`src/rtl/modrm_parser.sv`:
```
module modrm_parser #(
  parameter int DISP_BYTES = 4
) (
  input  logic                    clk,
  input  logic                    rst,
  input  logic                    in_valid,
  input  logic [7:0]              in_byte,
  output logic                    in_ready,
  output logic                    out_valid,
  input  logic                    out_ready,
  output logic [2:0]              out_reg,
  output logic [2:0]              out_rm,
  output logic                    out_direct,
  output logic                    out_sib,
  output logic [7:0]              out_sib_byte,
  output logic [8*DISP_BYTES-1:0] out_disp,
  output logic [2:0]              out_len
);
  localparam int DW    = 8 * DISP_BYTES;
  localparam int CNT_W = $clog2(DISP_BYTES + 1);

  typedef enum logic [1:0] {ST_MODRM, ST_SIB, ST_DISP, ST_HOLD} st_t;

  st_t              st;
  logic [1:0]       mod_q;
  logic [2:0]       reg_q, rm_q;
  logic             sib_f;
  logic [7:0]       sib_q;
  logic [DW-1:0]    disp_q;
  logic [CNT_W-1:0] need_q, got_q;
  logic [2:0]       len_q;

  logic             take;
  logic [1:0]       in_mod;
  logic [2:0]       in_rm;
  logic [CNT_W-1:0] need_m, need_s, got_nx;

  assign take   = in_valid && in_ready;
  assign in_mod = in_byte[7:6];
  assign in_rm  = in_byte[2:0];
  assign got_nx = got_q + 1'b1;

  always_comb begin
    need_m = '0;
    if (in_mod == 2'b01)                            need_m = CNT_W'(1);
    else if (in_mod == 2'b10)                       need_m = CNT_W'(DISP_BYTES);
    else if (in_mod == 2'b00 && in_rm == 3'b101)    need_m = CNT_W'(DISP_BYTES);
  end

  always_comb begin
    need_s = '0;
    if (mod_q == 2'b01)                             need_s = CNT_W'(1);
    else if (mod_q == 2'b10)                        need_s = CNT_W'(DISP_BYTES);
    else if (mod_q == 2'b00 && in_rm == 3'b101)     need_s = CNT_W'(DISP_BYTES);
  end

  always_ff @(posedge clk) begin
    if (rst) begin
      st     <= ST_MODRM;
      mod_q  <= '0;
      reg_q  <= '0;
      rm_q   <= '0;
      sib_f  <= 1'b0;
      sib_q  <= '0;
      disp_q <= '0;
      need_q <= '0;
      got_q  <= '0;
      len_q  <= '0;
    end else begin
      case (st)
        ST_MODRM: if (take) begin
          mod_q  <= in_mod;
          reg_q  <= in_byte[5:3];
          rm_q   <= in_rm;
          sib_f  <= 1'b0;
          sib_q  <= '0;
          disp_q <= '0;
          got_q  <= '0;
          need_q <= '0;
          len_q  <= 3'd1;
          if (in_mod == 2'b11) begin
            st <= ST_HOLD;
          end else if (in_rm == 3'b100) begin
            sib_f <= 1'b1;
            st    <= ST_SIB;
          end else begin
            need_q <= need_m;
            st     <= (need_m == '0) ? ST_HOLD : ST_DISP;
          end
        end
        ST_SIB: if (take) begin
          sib_q  <= in_byte;
          len_q  <= len_q + 3'd1;
          need_q <= need_s;
          st     <= (need_s == '0) ? ST_HOLD : ST_DISP;
        end
        ST_DISP: if (take) begin
          disp_q[{got_q, 3'b000} +: 8] <= in_byte;
          got_q <= got_nx;
          len_q <= len_q + 3'd1;
          if (got_nx == need_q) st <= ST_HOLD;
        end
        default: if (out_ready) st <= ST_MODRM;
      endcase
    end
  end

  assign in_ready     = (st != ST_HOLD);
  assign out_valid    = (st == ST_HOLD);
  assign out_reg      = reg_q;
  assign out_rm       = rm_q;
  assign out_direct   = (mod_q == 2'b11);
  assign out_sib      = sib_f;
  assign out_sib_byte = sib_q;
  assign out_len      = len_q;
  assign out_disp     = (need_q == CNT_W'(1)) ? {{(DW-8){disp_q[7]}}, disp_q[7:0]} : disp_q;
endmodule


```
`config.mk`:
```
export PLATFORM = sky130hd
export DESIGN_NAME = modrm_parser
export DESIGN_NICKNAME = d
export VERILOG_FILES = /design/src/rtl/modrm_parser.sv
export SDC_FILE = /design/constraint.sdc
export NUM_CORES = 1
export LEC_CHECK = 0
export BUFFER_PORTS_ARGS = -buffer_cell sky130_fd_sc_hd__clkbuf_2
export CORE_ASPECT_RATIO = 1.1
export CORE_MARGIN = 2
export CORE_UTILIZATION = 45
export DETAILED_ROUTE_END_ITERATION = 10
export GPL_ROUTABILITY_DRIVEN = 0
export PLACE_DENSITY = 0.74
export REMOVE_ABC_BUFFERS = 1
export SYNTH_ARGS = -nofsm -noshare
export SYNTH_HDL_FRONTEND = slang
export SYNTH_SLANG_ARGS = --single-unit
```
`constraint.sdc`:
```
create_clock -name clk -period 2.5 [get_ports clk]
set_input_delay 0.125 -clock clk [delete_from_list [all_inputs] [get_ports clk]]
set_output_delay 0.125 -clock clk [all_outputs]
set_load 0.005 [all_outputs]
```
**Word level (Yosys, flattened, before mapping)**

Cells that the tools add are included.
W data, S select, Z words.

- Register bits after elaboration: 60
- Bits of input ports: 12
- Output and inout bits: 53
- Logic and storage cells: 89

- Add/sub/neg operators: 3
- Eq/ne operators: 19
- Shifts and indexed selects: 2
- Mux-type cells: 37
- Reductions and logical operators: 18

Operators with widths:

| operator | count |
|---|---|
| $mux W32 | 3 |
| $pmux W32 S2 | 1 |
| $mux W3 | 14 |
| $bwmux W32 | 1 |
| $shift A8 B8 Y32 const A | 1 |
| $shiftx A8 B8 Y32 | 1 |
| $pmux W3 S2 | 3 |
| $mux W8 | 2 |
| $pmux W8 S2 | 1 |
| $mux W2 | 7 |
| $eq A2 B2 Y1 const B | 6 |
| $ne A2 B2 Y1 const B | 5 |
| $reduce_and A3 Y1 | 3 |
| $neg A6 Y8 | 1 |
| $add A3 B1 Y3 const B | 2 |
| $eq A2 B1 Y1 const B | 3 |
| $eq A3 B3 Y1 const B | 2 |
| $logic_not A2 Y1 | 3 |
| $logic_not A3 Y1 | 2 |
| $pmux W2 S3 | 1 |
| $reduce_bool A2 Y1 | 3 |
| $reduce_and A5 Y1 | 1 |
| $mux W1 | 4 |
| $reduce_bool A4 Y1 | 1 |
| 6 further kinds | 8 |

**Depth between registers and ports, before layout**

- Depth in word-level cells: 11
- Mapped depth: 8
- Gate-level depth less buffers: 8

**Least setup slack after synthesis**

Ideal clock, no wire load.

- Path type: register -> register
- Start: reg got_q[0]
- End: reg disp_q[15]
- Setup time: 0.128 ns
- Arrival time: 1.860 ns
- Data required time: 2.372 ns
- Slack: 0.512 ns
- Cell stages (with the launch flop): 9
- Path buffers: 0
- Period minus slack after synthesis: 1.988 ns
- Cell sequence: dfxtp_1 > inv_1 > ha_1 > ha_1 > and3_2 > o21ai_2 > nor3_4 > a22oi_1 > nor2_1

- Longest elaborated chain between the ends: 5
- Elaborated cells on any way between the ends: 6
- Classes of those cells: add/sub: 1; shift: 2; mux: 3

RTL lines:

| what | line | source |
|---|---|---|
| start, declared | 30 | `logic [CNT_W-1:0] need_q, got_q;` |
| start signal, assigned | 99 | `got_q <= got_nx;` |
| $neg A6 Y8 * | 98 | `disp_q[{got_q, 3'b000} +: 8] <= in_byte;` |
| $shiftx A8 B8 Y32 / $shift A8 B8 Y32 (equally long branches) | 98 |  |
| $bwmux W32 * | 98 |  |
| $mux W32 * | 97 | `ST_DISP: if (take) begin` |
| $pmux W32 S2 * | 70 | `case (st)` |
| end signal, assigned by index | 98 |  |
| end, declared | 29 | `logic [DW-1:0] disp_q;` |

Every way passes the cells marked *; elsewhere a longest branch is shown, timed or not. The select of a mux whose other input is x is not followed.
A chain may end at the register's enable or synchronous reset.

**Worst setup path after layout**

- Start: reg got_q[0]
- End: reg disp_q[26]

Same word-level chain as after synthesis.

==> results.py <==
metrics = {
    "status": {
        "status": "completed",
    },
    "grt": {
        "antenna_found_initial": 0,
        "grt_pass1_wl_um": 11700,
        "grt_max_degree": 47,
        "grt_use_total_pct": 21.5,
        "grt_pass1_vias": 2450,
        "grt-ovfl-total": 0,
    },
    "sta": {
        "rsz0062_at_grt": "false",
        "relSlewSlack_pct": 59.8,
        "fin_skew_ns": 0.0112,
        "setup_viol": 0,
        "period_minus_slack_ns": 2.25,
        "tns_ns": 0,
        "fmax_mhz": 444,
        "finalHoldViolations": 0,
        "finalCritPeriodShare_pct": 90.1,
        "drv_slew": 0,
        "tightest_slew_ns": 0.602,
    },
    "clock_network": {
        "cts-hold-fix-buffers": 0,
        "clockBufferDepth": 2,
        "clk_pin_slew_worst_paths_ns": 0.08,
        "clock-root-buffer": "clkbuf_8",
        "clock_sinks": 59,
        "clock_latency_ns": 0.34,
        "cts-resized-gates": 0,
        "cts_inserted_buffers": 9,
        "cts_tree": "done",
        "htreeDepth": 3,
        "cts_setup_buffers": 0,
    },
    "synthesis": {
        "synthCells": 331,
        "yosysTopAreaCellShare_pct": 41.0,
        "ys_types": 49,
        "synth_commonest_cells": "dfxtp_1, nor2_1, a22oi_1, nand2_1, o21ai_0",
        "async_reset_ff_share_pct": 0,
        "synth_area_leaders": "dfxtp_1, a22oi_1, nor2_1",
        "post-synth-top-area-cell": "dfxtp_1",
        "avgSynthCellArea_sq_um": 8.70,
        "seq_area_frac_synth_pct": 41.0,
        "synth_ff_type": "dfxtp_1",
        "ys_ff_latch": 59,
        "syn-cell-area_sq_um": 2880,
        "yosysWarnings": 0,
        "synth_most_common_cell": "dfxtp_1",
        "synth-edff-count": 0,
    },
    "power_and_ir_drop": {
        "vdd_drop_max_uv": 635,
        "power_density_nw_per_um2": 885,
        "power_mw": 3.00,
        "power.leakage_nw": 1.58,
    },
    "setup_path": {
        "path_class": "register to register",
        "startpoint_type": "register",
        "endpoint_kind": "register",
        "crit_fanout": 9,
        "cp.required_ns": 2.78,
        "cp.arrival_ns": 2.53,
    },
    "routing": {
        "post_drt_wl_per_cell_um": 15.0,
        "drc": 0,
        "drtAntennaViolNets": 0,
        "first_pass_iters": 5,
        "vias": 2570,
        "viasPerCell": 5.49,
        "drtIter0Drc": 158,
        "finalWirelength_um": 7040,
    },
    "floorplan": {
        "rows": 30,
        "pin_count": 65,
        "fp.dieH_um": 87.9,
        "dieArea_sq_um": 7060,
        "die_x_um": 80.3,
        "start_util_pct": 46.5,
        "fp.coreArea_sq_um": 6190,
    },
    "finish": {
        "top_register": "disp_q",
        "drive_gt1_share_pct": 26.8,
        "final_cells": 468,
        "layout.nets": 406,
        "multi_input_area_sq_um": 1470,
        "largest_register_ffs": 32,
        "n_antenna_cell": 0,
        "area_growth_pct": 17.8,
        "n_fill_cell": 584,
        "regArea_sq_um": 1180,
    },
    "worst_hold_path": {
        "hold_class": "input pin to register",
    },
    "placed_design": {
        "hpwl_um": 4750,
        "place_inst": 452,
        "portBuffers": 64,
    },
    "flow_run": {
        "cap_viol_max_count": 0,
    },
}
[placed cells by master (no fill, tap or decap), drive strengths merged, types with 2 or more instances in the layout]
| master | count |
|---|---|
| mux2i | 8 |
| inv | 11 |
| nand3 | 6 |
| clkinv | 4 |
| a32oi | 2 |
| ha | 11 |
| and2b | 2 |
| clkbuf | 73 |
| and3 | 3 |
| nand2 | 33 |
| a22o | 8 |
| a21oi | 8 |
| a22oi | 34 |
| buf | 8 |
| a311oi | 2 |
| o21ai | 35 |
| dfxtp | 59 |
| nor3 | 3 |
| nand4 | 2 |
| xnor2 | 3 |
| nor2 | 50 |
| and2 | 2 |
| bufinv | 2 |
| nor3b | 2 |
[kinds of logic after synthesis]
logic type      share of synthesized area, %
fa+ha+maj                               4.78
flops                                   41.0
compound gates                          23.5
buf+inv                                 7.95
xor+xnor                               0.912
simple gates                            19.0
mux                                     2.78
[where the power goes]
| part | internal [mW] | switching, mW | total (mW) |
|---|---|---|---|
| Sequential | 1.02 | 0.0576 | 1.08 |
| Clock | 0.567 | 0.412 | 0.979 |
| Combinational | 0.363 | 0.584 | 0.947 |
[worst paths after layout]
path,to,from,cells after the start,slack (ns)
setup / recovery,disp_q[26]$_SDFFE_PP0P_,got_q[0]$_SDFFE_PP0P_,8,0.25
hold reg to reg,out_reg[2]$_SDFFE_PP0P_,out_reg[2]$_SDFFE_PP0P_,2,0.46
hold / removal,out_reg[1]$_SDFFE_PP0P_,rst,2,0.13
setup reg to reg,disp_q[26]$_SDFFE_PP0P_,got_q[0]$_SDFFE_PP0P_,8,0.25
[layout make-up]
cell class	instances	area share, %
multi-input cells	231	43.3
flip-flops and latches	59	34.8
repair buffers	72	11.2
clock buffers	9	3.65
clock inverters	7	2.95
well taps	80	2.95
inverters	10	1.11
[per-stage QoR]
| step | hold slack [ns] | instance area [sq um] | utilization (%) | worst slack [ns] |
|---|---|---|---|---|
| 2_1_floorplan | 0.187 | 2690 | - | 0.523 |
| 4_1_cts | 0.112 | 3390 | 54.8 | 0.265 |
| 3_5_place_dp | 0.455 | 3170 | 51.2 | 0.272 |
| 3_3_place_gp | 0.444 | 3170 | 51.2 | 0.353 |
| 5_1_grt | 0.144 | 3390 | 54.8 | 0.00615 |
| 6_report | 0.126 | 3390 | 54.8 | 0.248 |
[worst max-delay path, cell delays in order, from the launching register on]
cell and delay (ns):
dfxtp_1 0.48, inv_1 0.14, ha_1 0.22, ha_1 0.34, and3_2 0.22, o21ai_4 0.10, nor4_4 0.44, a22oi_1 0.14
nor2_1 0.11
[layer usage]
layer,wire length (um),track usage (%),part of all wire (%),vias to the layer above
met4,91,9.24,1.3,0
met5,0,0,0,-
li1,-,-,-,1271
met1,3050,28.4,43,1188
met2,3440,34.8,49,103
met3,461,3.71,6.5,8
Power figures use the tool's default switching activity.
